`src/rtl/dly_ring_pkg.sv`:
```
package dly_ring_pkg;

  // number of levels below the root of a binary driver tree over n leaves
  function automatic int unsigned tree_depth(input int unsigned n);
    return (n <= 1) ? 0 : $clog2(n);
  endfunction

endpackage

```
`src/rtl/dly_ring_ptr.sv`:
```
module dly_ring_ptr #(
  parameter int unsigned N = 16,
  parameter int unsigned G = 4
) (
  input  logic             clk,
  input  logic             rst,
  input  logic             adv,
  output logic [N-1:0]     bank_rise,
  output logic [N-1:0]     bank_fall,
  output logic [N-1:0]     tok,
  output logic [N/G-1:0]   grp_act,
  output logic [N/G-1:0]   grp_live
);
  localparam int unsigned NG = N / G;

  logic [N-1:0] step_rise;
  logic [N-1:0] step_fall;

  // the rising bank takes over from what the falling bank showed, and vice versa
  assign step_rise = adv ? {bank_fall[N-2:0], bank_fall[N-1]} : bank_fall;
  assign step_fall = adv ? {bank_rise[N-2:0], bank_rise[N-1]} : bank_rise;

  // level-selected view of the dual-edge ring
  assign tok = clk ? bank_rise : bank_fall;

  for (genvar g = 0; g < NG; g++) begin : grp
    localparam int unsigned LO  = g * G;
    localparam int unsigned PRV = (g == 0) ? N - 1 : LO - 1;
    localparam logic [G-1:0] INIT = (g == 0) ? G'(1) : '0;

    logic [G-1:0] seg_r;
    logic [G-1:0] seg_f;
    logic         clk_en;

    // enable rises when the token is inside or next door, and drops only
    // once both banks agree the group is empty
    assign clk_en = (|seg_r) | (|seg_f) | bank_rise[PRV] | bank_fall[PRV];

    always_ff @(posedge clk) begin
      if (rst)         seg_r <= INIT;
      else if (clk_en) seg_r <= step_rise[LO +: G];
    end

    always_ff @(negedge clk) begin
      if (rst)         seg_f <= INIT;
      else if (clk_en) seg_f <= step_fall[LO +: G];
    end

    assign bank_rise[LO +: G] = seg_r;
    assign bank_fall[LO +: G] = seg_f;
    assign grp_act[g]  = |tok[LO +: G];
    assign grp_live[g] = (|seg_r) | (|seg_f);
  end

endmodule

```
`src/rtl/dly_word.sv`:
```
module dly_word #(
  parameter int unsigned W = 8
) (
  input  logic         clk,
  input  logic         rst,
  input  logic         we_rise,
  input  logic         we_fall,
  input  logic [W-1:0] d,
  output logic [W-1:0] q
);
  logic [W-1:0] half_r;
  logic [W-1:0] half_f;

  // the stored value is the XOR of two half-registers, so either edge can write it
  always_ff @(posedge clk) begin
    if (rst)          half_r <= '0;
    else if (we_rise) half_r <= d ^ half_f;
  end

  always_ff @(negedge clk) begin
    if (rst)          half_f <= '0;
    else if (we_fall) half_f <= d ^ half_r;
  end

  assign q = half_r ^ half_f;

endmodule

```
`src/rtl/dly_gate_tree.sv`:
```
module dly_gate_tree #(
  parameter int unsigned NG = 4,
  parameter int unsigned W  = 8
) (
  input  logic [NG-1:0]         live,
  input  logic [NG-1:0]         rd_sel,
  input  logic [W-1:0]          root_wd,
  input  logic [NG-1:0][W-1:0]  leaf_rd,
  output logic [NG-1:0][W-1:0]  leaf_wd,
  output logic [W-1:0]          root_rd
);
  import dly_ring_pkg::*;

  localparam int unsigned LV  = tree_depth(NG);
  localparam int unsigned NGP = 1 << LV;

  for (genvar l = 0; l <= LV; l++) begin : lv
    localparam int unsigned NN = 1 << l;
    logic [NN-1:0] en;
    logic [W-1:0]  wd [NN];
    logic [W-1:0]  rd [NN];

    for (genvar j = 0; j < NN; j++) begin : nd
      if (l == LV) begin : leaf
        if (j < NG) begin : real_leaf
          assign en[j] = live[j];
          assign rd[j] = rd_sel[j] ? leaf_rd[j] : '0;
        end else begin : pad_leaf
          assign en[j] = 1'b0;
          assign rd[j] = '0;
        end
      end else begin : inner
        assign en[j] = lv[l+1].en[2*j] | lv[l+1].en[2*j+1];
        assign rd[j] = lv[l+1].rd[2*j] | lv[l+1].rd[2*j+1];
      end

      if (l == 0) begin : top_drv
        assign wd[j] = en[j] ? root_wd : '0;
      end else begin : sub_drv
        assign wd[j] = en[j] ? lv[l-1].wd[j/2] : '0;
      end
    end
  end

  for (genvar g = 0; g < NG; g++) begin : out_leaf
    assign leaf_wd[g] = lv[LV].wd[g];
  end

  assign root_rd = lv[0].rd[0];

endmodule

```
`src/rtl/dly_ring_buf.sv`:
```
module dly_ring_buf #(
  parameter int unsigned N = 16,
  parameter int unsigned G = 4,
  parameter int unsigned W = 8
) (
  input  logic           clk,
  input  logic           rst,
  input  logic           in_valid,
  output logic           in_ready,
  input  logic [W-1:0]   in_data,
  output logic           out_valid,
  input  logic           out_ready,
  output logic [W-1:0]   out_data,
  output logic [N/G-1:0] grp_act
);
  localparam int unsigned NG = N / G;

  logic                 fire;
  logic [N-1:0]         bank_rise;
  logic [N-1:0]         bank_fall;
  logic [N-1:0]         tok;
  logic [NG-1:0]        grp_live;
  logic [NG-1:0][W-1:0] leaf_wd;
  logic [NG-1:0][W-1:0] leaf_rd;
  logic [W-1:0]         word_q [N];

  assign fire      = in_valid & out_ready;
  assign in_ready  = out_ready;
  assign out_valid = in_valid;

  dly_ring_ptr #(.N(N), .G(G)) u_ptr (
    .clk       (clk),
    .rst       (rst),
    .adv       (fire),
    .bank_rise (bank_rise),
    .bank_fall (bank_fall),
    .tok       (tok),
    .grp_act   (grp_act),
    .grp_live  (grp_live)
  );

  for (genvar k = 0; k < N; k++) begin : wrd
    // a rising edge closes the slot shown by the falling bank, and vice versa
    dly_word #(.W(W)) u_word (
      .clk     (clk),
      .rst     (rst),
      .we_rise (fire & bank_fall[k]),
      .we_fall (fire & bank_rise[k]),
      .d       (leaf_wd[k/G]),
      .q       (word_q[k])
    );
  end

  for (genvar g = 0; g < NG; g++) begin : gsel
    logic [W-1:0] part [G+1];
    assign part[0] = '0;
    for (genvar m = 0; m < G; m++) begin : ao
      assign part[m+1] = part[m] | (tok[g*G+m] ? word_q[g*G+m] : '0);
    end
    assign leaf_rd[g] = part[G];
  end

  dly_gate_tree #(.NG(NG), .W(W)) u_tree (
    .live    (grp_live),
    .rd_sel  (grp_act),
    .root_wd (fire ? in_data : '0),
    .leaf_rd (leaf_rd),
    .leaf_wd (leaf_wd),
    .root_rd (out_data)
  );

endmodule

```
`config.mk`:
```
export PLATFORM = sky130hd
export DESIGN_NAME = dly_ring_buf
export DESIGN_NICKNAME = d
export VERILOG_FILES = /design/src/rtl/dly_ring_pkg.sv /design/src/rtl/dly_ring_ptr.sv /design/src/rtl/dly_word.sv /design/src/rtl/dly_gate_tree.sv /design/src/rtl/dly_ring_buf.sv
export SDC_FILE = /design/constraint.sdc
export NUM_CORES = 1
export LEC_CHECK = 0
export CORE_ASPECT_RATIO = 1.1
export CORE_UTILIZATION = 57
export DETAILED_ROUTE_END_ITERATION = 7
export GPL_ROUTABILITY_DRIVEN = 0
export PLACE_DENSITY = 0.79
export SLEW_MARGIN = 20
export SYNTH_ARGS = -nofsm -noshare
export SYNTH_HDL_FRONTEND = slang
export SYNTH_HIERARCHICAL = 1
export SYNTH_SLANG_ARGS = --single-unit
```
`constraint.sdc`:
```
create_clock -name clk -period 2.25 [get_ports clk]
set_clock_uncertainty 0.1 [all_clocks]
set_input_delay 0.675 -clock clk [delete_from_list [all_inputs] [get_ports clk]]
set_output_delay 0.675 -clock clk [all_outputs]
set_load 0.005 [all_outputs]
```
==> results of run 1 <==
-- metal layers --
layer | global-route usage [%] | GRT overflow
met2 | 88.2 | 44
met5 | 34.8 | 4
met1 | 71.9 | 1
met3 | 69.2 | 62
met4 | 92.8 | 177
-- cells by family after synthesis --
| family | synth area share, % |
|---|---|
| buffers and inverters | 9.28 |
| muxes | 3.08 |
| AOI/OAI and AO/OA | 19.1 |
| xor gates and xnor gates | 20.8 |
| and+or+nand+nor | 12.1 |
| DFF | 35.6 |
-- per-stage QoR --
step                cells  util [%]
floorplan            1625         -
global placement     2222      70.6
detailed placement   2222      70.6
CTS                  2559      86.0
-- Yosys cell counts (all sizes together) (9+ instances only) --
cell type	count	area share, %
dfxtp	288	36
nor2	286	7.4
a211oi	256	15
xnor2	256	14
xor2	128	6.9
buf	126	8.6
a22oi	80	3.7
nand2	44	1.0
and3	40	1.9
and2	33	1.3
mux2i	30	1.9
inv	17	0.39
mux2	16	1.2
clkbuf	9	0.25
-- timing repair --
item / in CTS
resized for setup: 183
pin swaps: 41
setup buffers: 83
endpoints found under the setup margin: 287
==> out/qor.txt, run 1 <==
status = stopped before the end
Failed at = global routing
Run Error = [ERROR GRT-0232] Routing congestion too high. Check the congestion heatmap in the GUI.
num ports = 26
initial core utilization = 58.1%
dpl ws = -1540 ps
row count = 64
worst endpoint type = output port
Overflow after GRT = 288
synthesized flop and latch total = 288
sequential fraction of the synthesis area = 35.6%
cells after synthesis = 1,625
Net Count, Synth = 1,637
FFs w/ async S/R, synth = 0%
HPWL after DPL = 29.1 mm
DP Area = 19,700 sq um
Synth Area per Inst = 9.97 sq um
post-synth cell types = 27
GRT Util Overall = 77.6%
yosys warns = 6
Main synth FF type = dfxtp_1
EDFF count, synth = 0
largest net degree at the start of global routing = 37
Worst EP post-GRT repair = out_data[6]
Die Wd = 163 um
Vert. Die Dim = 179 um
# hold bufs at CTS = 0
Port-buffer cells = 25
Mapped Area = 16,200 sq um
==> run 2: changes to the inputs <==
Settings changed: CORE_ASPECT_RATIO 1.1 to default, CORE_UTILIZATION 57 to 40, PLACE_DENSITY 0.79 to default, PLACE_DENSITY_LB_ADDON from default to 0.15.
Clock period 2.25 ns to 2.9 ns, I/O delays scaled along.
==> run 2 against run 1 <==
Against the previous run:
- the flow now finishes, with violations (setup timing)
- synthesized cell count did not move
- synthesized area unchanged
==> out/qor.txt, run 2 <==
Layout Utilization = 63.5%
RSZ-0062 raised after global routing = true
Layout Area Growth over Synthesis = 56.2%
fin. max-slew vios = 0
Max-slew headroom = 66.1%
Die Area = 41,300 sq um
via/cell ratio = 5.09
status = complete, but fails checks
most crowded layer after global routing = met2
Power Density = 458 nW/um^2
initial antenna violation count = 0
violated checks = setup timing
Avg WL per Cell = 17.8 um
sequential fraction of the synthesis area = 35.6% (unchanged)
met2 GRT Util = 36.2%
Worst-Skew Late Latency = 740 ps
Max IR drop VDD = 0.000333 V
Overflow after GRT = 0
commonest cells after routing, fill and taps aside = buf_4, dfxtp_1, nor2_1
cells after synthesis = 1,625 (unchanged)
Synth Area per Inst = 9.97 sq um (unchanged)
vias in the first global route = 15,378
Min-Delay Path Class = reg2reg
CTS tree = done
DRC viols = 0
Worst Path Required = 1930 ps
WP data arrival = 4370 ps
share of cells above drive strength 1 = 49.9%
post-synth cell types = 27 (unchanged)
GRT Util Overall = 24.0%
Leak = 10.3 nW
Core Box Area = 39,800 sq um
global-route wire length before repair = 77.0 mm
Vias = 14,132
Final #Nets = 2,213
Yosys top cell by area = dfxtp_1
biggest regs = wrd.u_word/half_f: 128 flops, wrd.u_word/half_r: 128 flops
Vert. Die Dim = 203 um (+14%)
Port-buffer cells = 25 (unchanged)
# hold bufs at CTS = 0 (unchanged)
DR iter-0 viols = 636
yosys warns = 6 (unchanged)
max-cap violations = 0
Pre-antenna DRT Iters = 5
num ports = 26 (unchanged)
EDFF count, synth = 0 (unchanged)
GR Util met1 = 24.9%
row count = 73 (+14%)
worst setup margin = -2440 ps
Main synth FF type = dfxtp_1
Die Wd = 203 um (+25%)
synth top area cells = dfxtp_1, xnor2_1, a211oi_2, xor2_1, a211oi_1
largest net degree at the start of global routing = 49
HPWL after DPL = 29.0 mm (-0.34%)
initial core utilization = 40.7% (-17 points)
critical path class = reg2out
worst hold slack = 418 ps
CP endpoint kind = output pin
synth cell count leaders = dfxtp_1, xnor2_1, nor2_1
final hold vios = 0
Mapped Area = 16,200 sq um (unchanged)
Final setup viols = 284
Worst-Margin Slew = 508 ps
commonest non-fill, non-tap cell in the layout = buf_4
startpoint types = flip-flop
Final ANT Viol Nets = 0
ant diodes = 0
GR Layer Usage met3 = 12.0%
final WL = 49.4 mm
TNS Setup = -101,990 ps
Net Count, Synth = 1,637 (unchanged)
top-count cell post-synth = dfxtp_1
Clock transition at path regs = 60 ps
Crit Path Max Fanout = 5
synthesized flop and latch total = 288 (unchanged)
Synth top area share = 35.6% (unchanged)
FFs w/ async S/R, synth = 0% (unchanged)
==> run 2: through the flow <==
stage               instances  setup WS [ps]  instance area, sq um  power (mW)
floorplan                1625          -1010                 17400        5.18
global placement         2332          -1410                 19300        5.19
detailed placement       2332          -1410                 19300        5.20
CTS                      2678          -2380                 23800        11.6
global route             2776          -2520                 25300        12.1
finish                   2776          -2440                 25300        11.6
==> run 2: cells by family after synthesis <==
group / count (synthesis) / share of synthesized area (%)
AND/OR/NAND/NOR: 417 / 12.1
XOR/XNOR: 384 / 20.8
AO/OA/AOI/OAI: 338 / 19.1
flip-flops: 288 / 35.6
buffers and inverters: 152 / 9.28
multiplexers: 46 / 3.08
==> run 2: path summary, 6_finish.rpt <==
path                                               start                  endpoint  slack (ps)  depth (start not counted)
worst max register to register     u_ptr/grp[0].seg_f[3]   wrd[2].u_word/half_r[0]        -500                          8
worst min register to register  wrd[13].u_word/half_r[6]  wrd[13].u_word/half_r[6]         420                          2
worst min-delay path            wrd[13].u_word/half_r[6]  wrd[13].u_word/half_r[6]         420                          2
worst max-delay path               u_ptr/grp[0].seg_f[1]               out_data[1]       -2440                          8
==> run 2: where the power goes <==
| group | total (mW) | internal, mW | switching, mW |
|---|---|---|---|
| clock | 6.98 | 4.07 | 2.91 |
| combinational | 0.575 | 0.282 | 0.293 |
| sequential | 4.04 | 4.00 | 0.0314 |
| total | 11.6 | 8.36 | 3.23 |
==> run 2: repair_timing <==
| action | in CTS | in global routing |
|---|---|---|
| gates cloned | 3 | 0 |
| setup endpoints to repair | 285 | 284 |
| gates resized for setup | 199 | 138 |
| pin swaps | 108 | 78 |
| buffers inserted | 75 | 105 |
==> run 2: area by class of cell <==
cell class | instances | area, sq um
Fill cell | 3060 | 14500
Multi-Input combinational cell | 1186 | 11000
Sequential cell | 288 | 5800
Timing Repair Buffer | 447 | 4220
Clock buffer | 155 | 2730
Clock inverter | 175 | 923
Tap cell | 525 | 657
==> run 2: critical path: stages, from the launching register on <==
cell and delay [ps]:
dfxtp_2 310, mux2_4 300, clkbuf_16 160, or4_4 580, clkbuf_16 180, buf_4 120
a22oi_2 270, nand2_1 130, buf_2 150
==> run 2: per-layer routing <==
metal  up-vias  routed length (um)
met5         -                   0
li1       6791                   -
met2       497               23600
met3       199                3880
met4         0                2730
met1      6645               19300
Power figures use the tool's default switching activity.
==> run 3: changes to the inputs <==
Settings changed: SETUP_SLACK_MARGIN from default to 0.2.
==> run 3 against run 2 <==
Against the previous run:
- the flow still finishes with violations (setup timing)
- sequential cell count did not move
- die area unchanged
- non-clock buffer count is 2 higher
- sequential share of layout area shrank 0.19 points
- sequential power about the same
- final area rose by 0.80%
==> out/qor.txt, run 3 (synthesis gave the netlist of run 2 again) <==
status = complete, but fails checks
violated checks = setup timing
Port-buffer cells = 25 (unchanged)
RSZ-0062 raised after global routing = true
Layout Area Growth over Synthesis = 57.4%
CTS tree = done
Layout Cells excl Fill = 2,774 (-0.072%)
Hold Path Origin = wrd[15].u_word/half_r[7]
Final ANT Viol Nets = 0 (unchanged)
net switching power figure = 3.24 mW (+0.29%)
highest routed layer = met4
HPWL after DPL = 29.3 mm (+1.0%)
final WL = 50.4 mm (+1.9%)
Worst-Skew Late Latency = 740 ps (about the same)
Final #Nets = 2,216 (+0.14%)
Worst-Margin Slew = 449 ps (-59.2 ps)
placed cells = 2,331 (-0.043%)
Crit Path Max Fanout = 5 (unchanged)
Avg WL per Cell = 18.2 um (+2.0%)
Leak = 10.4 nW (+0.79%)
area taken by multi-input logic gates = 10,800 sq um (-1.7%)
R2R Path End = wrd[14].u_word/half_r[2]
clock share of power = 60.9% (+0.7 points)
Die Area = 41,300 sq um (unchanged)
hold path depth = 2 (unchanged)
row count = 73 (unchanged)
final hold vios = 0 (unchanged)
Max IR drop VDD = 0.000431 V (+29%)
Reg area = 5790 sq um (about the same)
GRT Util Overall = 24.4% (+0.42 points)
FF-to-FF path depth = 8 (unchanged)
worst r2r src = u_ptr/grp[3].seg_f[3]
DP Area = 19,400 sq um (+0.12%)
global-route wire length before repair = 78.8 mm (+2.3%)
Worst Hold End = wrd[15].u_word/half_r[7]
vias in the first global route = 15,724 (+2.2%)
R2R setup slack = -490 ps (about the same)
initial core utilization = 40.7% (unchanged)
met2 wire len = 24.6 mm (+4.3%)
Die Wd = 203 um (unchanged)
Max-slew headroom = 70.1% (+3.9 points)
Clock transition at path regs = 50 ps (about the same)
dpl ws = -1410 ps (+0.0500 ps)
WP data arrival = 4660 ps (+290 ps)
num ports = 26 (unchanged)
FILL cells = 3,036 (-0.78%)
initial antenna violation count = 0 (unchanged)
DRC viols = 0 (unchanged)
Worst Path Required = 1930 ps (about the same)
share of cells above drive strength 1 = 49.0% (-0.89 points)
via/cell ratio = 5.14 (+0.90%)
ant diodes = 0 (unchanged)
DR iter-0 viols = 615 (-3.3%)
biggest regs = wrd.u_word/half_f: 128 flops, wrd.u_word/half_r: 128 flops
metal3 WL = 3.94 mm (+1.5%)
Pint = 8.55 mW (+2.4%)
Final setup viols = 281 (-1.1%)
Core Box Area = 39,800 sq um (unchanged)
largest net degree at the start of global routing = 38 (-22%)
fin. max-slew vios = 0 (unchanged)
# hold bufs at CTS = 0 (unchanged)
Vias = 14,249 (+0.83%)
CP endpoint kind = output pin
M1 wire length = 19.4 mm (+0.58%)
Finished Cell Area = 25,500 sq um (+0.80%)
Vert. Die Dim = 203 um (unchanged)
Pre-antenna DRT Iters = 7 (+2)
Power Density = 463 nW/um^2 (+0.99%)
max-cap violations = 0 (unchanged)
Overflow after GRT = 0 (unchanged)
commonest non-fill, non-tap cell in the layout = buf_4
critical path class = clk2out
Switching Share = 27.5% (-0.41 points)
Comb pwr share = 4.9% (about the same)
worst setup margin = -2730 ps (-297 ps)
sequential share of power = 34.2% (-0.6 points)
commonest cells after routing, fill and taps aside = buf_4, dfxtp_1, nor2_1
startpoint types = clock port
Min-Delay Path Class = reg2reg
[run 3: worst max path at each step]
stage                                startpoint           to  slack (ps)  depth (start not counted)
final                                       clk  out_data[7]       -2730                         17
after global routing                        clk  out_data[7]       -2770                         17
after global placement    u_ptr/grp[2].seg_f[1]  out_data[0]       -1410                          5
after CTS                                   clk  out_data[7]       -2670                         17
after detailed placement  u_ptr/grp[2].seg_f[1]  out_data[0]       -1410                          5
after floorplan           u_ptr/grp[0].seg_f[1]  out_data[0]       -1010                          5
[run 3: critical path, cell delays in order]
cell	delay (ps)
clkbuf_16	120
clkbuf_16	130
clkbuf_16	130
clkbuf_16	130
clkbuf_16	130
clkbuf_16	140
clkbuf_16	150
clkbuf_16	150
mux2_4	310
clkbuf_16	150
clkbuf_16	140
or4_4	540
clkbuf_16	170
clkbuf_16	150
a22oi_2	380
nand2_1	130
buf_2	150
[run 3: power by group through the flow]
stage	clock network (mW)	logic, mW	registers, mW
floorplan	0.745	0.330	4.10
global placement	0.618	0.484	4.10
detailed placement	0.618	0.489	4.10
CTS	7.27	0.546	4.03
global route	7.69	0.614	4.03
finish	7.18	0.581	4.03
[run 3: metal layers]
| layer | up-vias | track usage, % |
|---|---|---|
| li1 | 6794 | - |
| met1 | 6756 | 24.7 |
| met2 | 512 | 37.9 |
| met3 | 187 | 12.0 |
| met4 | 0 | 20.5 |
| met5 | - | 0.357 |
[run 3: cell type report]
type / count / area share [%]
Tap cell: 525 / 2.58
Clock buffer: 146 / 11.8
Multi-Input combinational cell: 1186 / 42.3
Sequential cell: 288 / 22.7
Clock inverter: 180 / 3.61
Timing Repair Buffer: 449 / 16.9
[run 3: what timing repair did]
action	in CTS	in global routing
resized for setup	225	72
pin swaps	77	45
setup endpoints to repair	286	286
buffers inserted	81	73
gates cloned	5	0
[run 3: through the flow]
step	hold WS [ps]	power [mW]	setup TNS (ps)	util (%)
finish	422	11.8	-99240	64.0
global route	434	12.3	-114990	64.0
global placement	401	5.20	-213720	48.6
detailed placement	413	5.21	-219200	48.6
CTS	421	11.9	-91290	61.5
floorplan	397	5.18	-69910	-
